<file path="config.mk">
export PLATFORM = sky130hd
export DESIGN_NAME = msr_wr_ctrl
export DESIGN_NICKNAME = d
export VERILOG_FILES = /design/src/rtl/msr_pkg.sv /design/src/rtl/msr_filter.sv /design/src/rtl/msr_effects.sv /design/src/rtl/msr_derive.sv /design/src/rtl/msr_wr_ctrl.sv
export SDC_FILE = /design/constraint.sdc
export NUM_CORES = 1
export LEC_CHECK = 0
export ABC_CLOCK_PERIOD_IN_PS = 1600
export CAP_MARGIN = 30
export CELL_PAD_IN_SITES_DETAIL_PLACEMENT = 1
export CELL_PAD_IN_SITES_GLOBAL_PLACEMENT = 2
export CORE_UTILIZATION = 22
export CTS_CLUSTER_DIAMETER = 150
export DETAILED_ROUTE_END_ITERATION = 8
export PLACE_DENSITY_LB_ADDON = 0.1
export SLEW_MARGIN = 10
export SYNTH_ARGS = -nofsm -noshare
export SYNTH_HDL_FRONTEND = slang
export SYNTH_SLANG_ARGS = --single-unit
</file>
<file path="constraint.sdc">
create_clock -name clk -period 1.6 [get_ports clk]
set_input_delay 0.32 -clock clk [delete_from_list [all_inputs] [get_ports clk]]
set_output_delay 0.32 -clock clk [all_outputs]
set_load 0.03 [all_outputs]
</file>
<file path="src/rtl/msr_pkg.sv">
package msr_pkg;
  typedef enum logic [1:0] {
    ST_NONE = 2'd0,
    ST_HALT = 2'd1
  } msr_stat_e;
endpackage

</file>
<file path="src/rtl/msr_filter.sv">
module msr_filter #(
  parameter int          XLEN      = 64,
  parameter logic [63:0] WR_MASK   = '1,
  parameter int          HV_POS    = 60,
  parameter bit          USER_ONLY = 1'b0
) (
  input  logic [XLEN-1:0] wr_value,
  input  logic            hv_ok,
  input  logic            cur_hv,
  output logic [XLEN-1:0] new_value
);
  localparam bit LIVE = !USER_ONLY;
  localparam logic [XLEN-1:0] MASK = WR_MASK[XLEN-1:0];

  always_comb begin
    new_value = wr_value & MASK;
    if (LIVE && !hv_ok) new_value[HV_POS] = cur_hv;
  end
endmodule

</file>
<file path="src/rtl/msr_effects.sv">
module msr_effects import msr_pkg::*; #(
  parameter bit          USER_ONLY = 1'b0,
  parameter bit          HAS_TGPR  = 1'b1,
  parameter logic [31:0] VEC_HI    = 32'hFFF0_0000
) (
  input  logic        clk,
  input  logic        rst,
  input  logic        wr_en,
  input  logic        pwr_ok,
  input  logic        o_ir, n_ir,
  input  logic        o_dr, n_dr,
  input  logic        o_tg, n_tg,
  input  logic        o_ep, n_ep,
  input  logic        n_pow,
  output logic        flush_q,
  output logic        swap_q,
  output logic [31:0] prefix_q,
  output logic        halted_q,
  output logic [1:0]  stat_q
);
  localparam bit LIVE = !USER_ONLY;
  localparam bit TG_ON = HAS_TGPR;

  logic act;
  assign act = LIVE && wr_en;

  always_ff @(posedge clk) begin
    if (rst) begin
      flush_q  <= 1'b0;
      swap_q   <= 1'b0;
      prefix_q <= '0;
      halted_q <= 1'b0;
      stat_q   <= ST_NONE;
    end else begin
      flush_q <= act && ((o_ir ^ n_ir) || (o_dr ^ n_dr));
      swap_q  <= act && TG_ON && (o_tg ^ n_tg);
      if (act && (o_ep ^ n_ep)) prefix_q <= n_ep ? VEC_HI : 32'h0;
      if (act) halted_q <= n_pow && pwr_ok;
      stat_q  <= (act && n_pow && pwr_ok) ? ST_HALT : ST_NONE;
    end
  end

  // a flush pulse only follows a write strobe
  p_flush_after_wr_r9: assert property (@(posedge clk) disable iff (rst)
    flush_q |-> $past(wr_en));
  // halt status code comes with the halted level
  p_halt_code_r8: assert property (@(posedge clk) disable iff (rst)
    (stat_q == ST_HALT) |-> halted_q);
  // halted only changes after a write
  p_halt_hold_r8: assert property (@(posedge clk) disable iff (rst)
    !$past(wr_en) |-> $stable(halted_q));
endmodule

</file>
<file path="src/rtl/msr_derive.sv">
module msr_derive #(
  parameter int XLEN   = 64,
  parameter int PR_POS = 14,
  parameter int HV_POS = 60,
  parameter int VR_POS = 25,
  parameter int AP_POS = 23,
  parameter int SA_POS = 22,
  parameter int FP_POS = 13,
  parameter int SE_POS = 10,
  parameter int BE_POS = 9,
  parameter int LE_POS = 0,
  parameter int CM_POS = 31,
  parameter int SF_POS = 63
) (
  input  logic            clk,
  input  logic            rst,
  input  logic [XLEN-1:0] msr_d,
  input  logic [XLEN-1:0] ext_flags,
  output logic [1:0]      mmu_q,
  output logic [XLEN-1:0] hflags_q
);
  localparam logic [XLEN-1:0] ONE = 1;
  localparam logic [XLEN-1:0] FMASK =
    (ONE << VR_POS) | (ONE << AP_POS) | (ONE << SA_POS) | (ONE << PR_POS) |
    (ONE << FP_POS) | (ONE << SE_POS) | (ONE << BE_POS) | (ONE << LE_POS) |
    (ONE << CM_POS) | (ONE << SF_POS) | (ONE << HV_POS);

  logic [XLEN-1:0] sel;
  logic [1:0]      mmu_d;

  for (genvar b = 0; b < XLEN; b++) begin : g_sel
    if (FMASK[b]) begin : g_on
      assign sel[b] = msr_d[b];
    end else begin : g_off
      assign sel[b] = 1'b0;
    end
  end

  always_comb begin
    if (!msr_d[PR_POS] && msr_d[HV_POS]) mmu_d = 2'd2;
    else if (msr_d[PR_POS])              mmu_d = 2'd0;
    else                                 mmu_d = 2'd1;
  end

  always_ff @(posedge clk) begin
    if (rst) begin
      mmu_q    <= 2'd1;
      hflags_q <= '0;
    end else begin
      mmu_q    <= mmu_d;
      hflags_q <= sel | ext_flags;
    end
  end

  // index is never 3
  p_mmu_range_r6: assert property (@(posedge clk) disable iff (rst)
    mmu_q != 2'd3);
endmodule

</file>
<file path="src/rtl/msr_wr_ctrl.sv">
module msr_wr_ctrl import msr_pkg::*; #(
  parameter int          XLEN      = 64,
  parameter logic [63:0] WR_MASK   = '1,
  parameter bit          USER_ONLY = 1'b0,
  parameter bit          HAS_TGPR  = 1'b1,
  parameter logic [31:0] VEC_HI    = 32'hFFF0_0000,
  parameter int          HV_POS    = 60,
  parameter int          PR_POS    = 14,
  parameter int          IR_POS    = 5,
  parameter int          DR_POS    = 4,
  parameter int          EP_POS    = 6,
  parameter int          TG_POS    = 17,
  parameter int          POW_POS   = 18,
  parameter int          VR_POS    = 25,
  parameter int          AP_POS    = 23,
  parameter int          SA_POS    = 22,
  parameter int          FP_POS    = 13,
  parameter int          SE_POS    = 10,
  parameter int          BE_POS    = 9,
  parameter int          LE_POS    = 0,
  parameter int          CM_POS    = 31,
  parameter int          SF_POS    = 63
) (
  input  logic            clk,
  input  logic            rst,
  input  logic            wr_en,
  input  logic [XLEN-1:0] wr_value,
  input  logic            wr_hv_ok,
  input  logic            pwr_down_ok,
  input  logic [XLEN-1:0] ext_flags,
  output logic [XLEN-1:0] msr_q,
  output logic [1:0]      mmu_idx,
  output logic [XLEN-1:0] hflags,
  output logic            tlb_flush,
  output logic            exit_tb,
  output logic            bank_swap,
  output logic [31:0]     vec_prefix,
  output logic            halted,
  output logic [1:0]      status
);
  localparam logic [XLEN-1:0] MASK = WR_MASK[XLEN-1:0];

  logic [XLEN-1:0] v_new, msr_d;
  logic            flush_q;

  msr_filter #(
    .XLEN(XLEN), .WR_MASK(WR_MASK), .HV_POS(HV_POS), .USER_ONLY(USER_ONLY)
  ) u_filter (
    .wr_value (wr_value),
    .hv_ok    (wr_hv_ok),
    .cur_hv   (msr_q[HV_POS]),
    .new_value(v_new)
  );

  assign msr_d = wr_en ? v_new : msr_q;

  always_ff @(posedge clk) begin
    if (rst) msr_q <= '0;
    else     msr_q <= msr_d;
  end

  msr_effects #(
    .USER_ONLY(USER_ONLY), .HAS_TGPR(HAS_TGPR), .VEC_HI(VEC_HI)
  ) u_effects (
    .clk     (clk),
    .rst     (rst),
    .wr_en   (wr_en),
    .pwr_ok  (pwr_down_ok),
    .o_ir    (msr_q[IR_POS]),  .n_ir(v_new[IR_POS]),
    .o_dr    (msr_q[DR_POS]),  .n_dr(v_new[DR_POS]),
    .o_tg    (msr_q[TG_POS]),  .n_tg(v_new[TG_POS]),
    .o_ep    (msr_q[EP_POS]),  .n_ep(v_new[EP_POS]),
    .n_pow   (v_new[POW_POS]),
    .flush_q (flush_q),
    .swap_q  (bank_swap),
    .prefix_q(vec_prefix),
    .halted_q(halted),
    .stat_q  (status)
  );

  assign tlb_flush = flush_q;
  assign exit_tb   = flush_q;

  msr_derive #(
    .XLEN(XLEN), .PR_POS(PR_POS), .HV_POS(HV_POS), .VR_POS(VR_POS),
    .AP_POS(AP_POS), .SA_POS(SA_POS), .FP_POS(FP_POS), .SE_POS(SE_POS),
    .BE_POS(BE_POS), .LE_POS(LE_POS), .CM_POS(CM_POS), .SF_POS(SF_POS)
  ) u_derive (
    .clk      (clk),
    .rst      (rst),
    .msr_d    (msr_d),
    .ext_flags(ext_flags),
    .mmu_q    (mmu_idx),
    .hflags_q (hflags)
  );

  // bits outside the writable mask never appear
  p_masked_r1: assert property (@(posedge clk) disable iff (rst)
    (msr_q & ~MASK) == '0);
  // without a write the register holds
  p_hold_r9: assert property (@(posedge clk) disable iff (rst)
    !$past(wr_en) |-> $stable(msr_q));
  // a swap pulse follows a toggle of the temporary-register bit
  p_swap_toggle_r4: assert property (@(posedge clk) disable iff (rst)
    bank_swap |-> (msr_q[TG_POS] != $past(msr_q[TG_POS])));
  // a flush pulse follows a translation bit change
  p_flush_cause_r3: assert property (@(posedge clk) disable iff (rst)
    tlb_flush |-> ((msr_q[IR_POS] != $past(msr_q[IR_POS])) ||
                   (msr_q[DR_POS] != $past(msr_q[DR_POS]))));

  if (!USER_ONLY) begin : g_full_chk
    // a write without permission keeps the hypervisor bit
    p_hv_keep_r2: assert property (@(posedge clk) disable iff (rst)
      $past(wr_en && !wr_hv_ok) |-> (msr_q[HV_POS] == $past(msr_q[HV_POS])));
    // the vector base follows the stored prefix bit
    p_prefix_r5: assert property (@(posedge clk) disable iff (rst)
      vec_prefix == (msr_q[EP_POS] ? VEC_HI : 32'h0));
  end else begin : g_uo_chk
    // no side effects in the user-only build
    p_uo_quiet_r11: assert property (@(posedge clk) disable iff (rst)
      !tlb_flush && !bank_swap && !halted && (vec_prefix == 32'h0));
  end
endmodule

</file>
==> summary.txt <==
Run status
  – Run status: finished, final reports clean

CTS
  – Clock sinks: 135
  – CTS Buffer Depth: 2
  – Clock root buffer: clkbuf_16
  – Post-CTS Resized: 168
  – Clock Pin Slew Worst Setup and Hold Paths: 0.06 ns
  – CTS tree: yes
  – H-tree levels: 4
  – Later-pin clock latency in the skew report: 0.41 ns
  – CTS buffer count: 17
  – Post-CTS setup buffer count: 0
  – CTS Hold Bufs: 0

Min path
  – Hold Path Class: in -> reg

Timing
  – Layout Skew: 0.00679 ns
  – RSZ-0062 raised after global routing: no
  – Setup TNS: 0 ns
  – Peak Freq: 655 MHz
  – Final Hold Viols: 0
  – Setup violators final: 0
  – Pins Over Slew Limit: 0
  – Final period util: 95.4%
  – Final min period: 1.53 ns
  – PnR worst setup slack: 0.0742 ns

Pwr
  – Leakage: 3.80 nW
  – Reg power frac: 38.9%
  – Switching Power: 2.42 mW
  – Int Pwr: 6.92 mW
  – Sw Ratio: 25.9%
  – Clock Power Share: 44.9%
  – Total chip power: 9.34 mW
  – Comb pwr share: 16.3%
  – Peak VDD IR: 0.000701 V
  – Power Dens Cells: 1180 nW/um^2

Die
  – Row cnt: 52
  – DIE AREA: 21600 um^2
  – Ports: 301
  – Die Span Y: 147 um
  – Initial Util: 22.7%
  – Die Span X: 147 um
  – Core Box Area: 20400 um^2

Synthesis
  – Async S/R FF share, synth: 0%
  – Adder-Cell Fraction of Synth Area: 0%
  – Post-Synth Simple-Gate Area: 13.7%
  – Synth Area in Compound Gates: 2.00%
  – Main combinational cell family by area after synthesis: simple AND/OR/NAND/NOR gates
  – Part of the Yosys area used for sequential elements: 58.4%
  – Post-synthesis register bit count: 135
  – Synthesized area: 4630 um^2
  – Syn avg cell area: 11.1 um^2
  – Mux cell area share after synthesis: 13.4%
  – Top_reg_cell synth: dfxtp_1
  – Post-synth EDFFs: 0
  – XOR/XNOR share of the synthesized area: 0.568%
  – Distinct cell type count after synthesis: 23
  – Mapped Cells: 417
  – YS warnings: 0

Route
  – DRC errors left: 0
  – Drt wl/cell: 14.7 um
  – Vias per cell: 3.78
  – Routed WL: 14300 um
  – Vias: 3664
  – Routed Antenna Nets: 0
  – DRT Pass-1 Iters: 3
  – 1st-iter DRT viols: 60

Placement
  – DP HPWL: 10700 um
  – GPL Wtd Cong: 0.727
  – Port Buffers: 279
  – Placed Area: 7450 um^2
  – Dpl ws: 0.123 ns

Global route
  – First-pass GRT wire length: 21700 um
  – GRT Total Usage: 13.3%
  – Antenna violations before repair: 0
  – Vias in the first global route: 3903
  – Grt ovf: 0
  – Pin count of the biggest net entering global routing: 53

Cells and area
  – ANT cells: 0
  – Post-layout util: 38.8%
  – # nets final: 820
  – Final instance area: 7930 um^2
  – Share of cells above drive strength 1: 8.14%
  – P&R area growth vs syn: 71.2%

Worst setup path
  – CP peak stage delay: 0.36 ns
  – Critical path required time: 1.28 ns
  – CP cell instances: buf_12 > clkdlybuf4s15_2
  – Kind of critical path: reg -> out
  – Slowest-stage cell, CP: dfxtp_1
  – Largest delay share family, worst path: buffers and inverters
  – CP max FO: 14
  – Buffer and inverter count on the worst path: 2
  – Crit start category: flip-flop
  – CP Data Arrival Time: 1.21 ns
  – Worst setup EP type: output port

Job
  – Max-Cap Viols: 0
[stage by stage]
stage          hold slack [ns]  cells
2_1_floorplan            0.434    437
3_3_place_gp             0.466    938
3_5_place_dp             0.478    938
4_1_cts                  0.263    970
5_1_grt                  0.275    970
6_report                 0.277    970
[routing by layer]
layer | vias to the layer above | global-route usage (%) | wire, um
li1 | 1800 | - | -
met1 | 1664 | 13.8 | 5370
met2 | 180 | 22.5 | 6950
met3 | 20 | 6.93 | 1680
met4 | 0 | 5.93 | 272
met5 | - | 0 | 0
[path summary, 6_finish.rpt]
path                     startpoint                    end  slack (ns)  cells after the start
max          u_effects.prefix_q[30]         vec_prefix[28]        0.07                      2
min                             rst               msr_q[4]        0.28                      2
max reg2reg               msr_q[60]  u_derive.hflags_q[60]        0.70                      3
min reg2reg               msr_q[18]              msr_q[18]        0.48                      2
[layout by cell type, fill, tap and decap left out, types with 2 or more instances in the layout]
master	count
mux2i_1	62
dlygate4sd2_1	135
nand2_1	3
clkdlybuf4s50_1	130
clkinv_4	2
nor2_1	64
clkinvlp_4	2
clkdlybuf4s15_2	11
dfxtp_1	135
nor3b_1	2
nand2b_1	2
buf_4	12
bufinv_16	4
conb_1	21
clkbuf_16	17
xnor2_1	3
inv_1	11
a21oi_1	13
buf_12	3
clkbuf_8	2
clkinv_2	2
nor2b_1	54
clkbuf_1	2
[cells in the mapped netlist (all sizes together), types with 2 or more instances]
cell,instances,area (um^2)
a21oi,13,65.1
buf,55,487
clkbuf,5,18.8
dfxtp,135,2700
inv,11,41.3
mux2i,62,621
nand2,3,11.3
nand2b,2,12.5
nor2,64,240
nor2b,54,338
nor3b,2,15.0
xnor2,3,26.3
[flip-flops by register name, indices dropped and copies added (netlist names)]
name                cells
msr_q                  64
u_derive.hflags_q      64
u_derive.mmu_q          2
u_effects.flush_q       1
u_effects.halted_q      1
u_effects.prefix_q      1
u_effects.stat_q        1
u_effects.swap_q        1
[worst reg2reg max path: stages (launching register included)]
cell      delay (ns)
dfxtp_1         0.31
a21boi_0        0.11
o21a_1          0.22
a21o_1          0.16
[cell families after synthesis]
kind of cell,Yosys count
AO/OA/AOI/OAI,17
XOR/XNOR,3
buffers and inverters,71
flip-flops,135
multiplexers,62
other,1
AND/OR/NAND/NOR,128
[power by group through the flow]
stage | Combinational [mW] | Clock [mW] | Sequential (mW)
2_1_floorplan | 0.546 | 0 | 4.09
3_3_place_gp | 1.67 | 0 | 3.70
3_5_place_dp | 1.68 | 0 | 3.71
4_1_cts | 1.54 | 4.36 | 3.63
5_1_grt | 1.62 | 4.51 | 3.65
6_report | 1.52 | 4.19 | 3.63
[cell type report]
type	count	area, um^2
fill	2337	12500
sequential	135	2700
multi-input combinational	231	1450
tap	270	338
clock inverter	11	171
timing repair buffer	291	2760
inverter	11	41.3
clock buffer	21	460
Power figures use the tool's default switching activity.
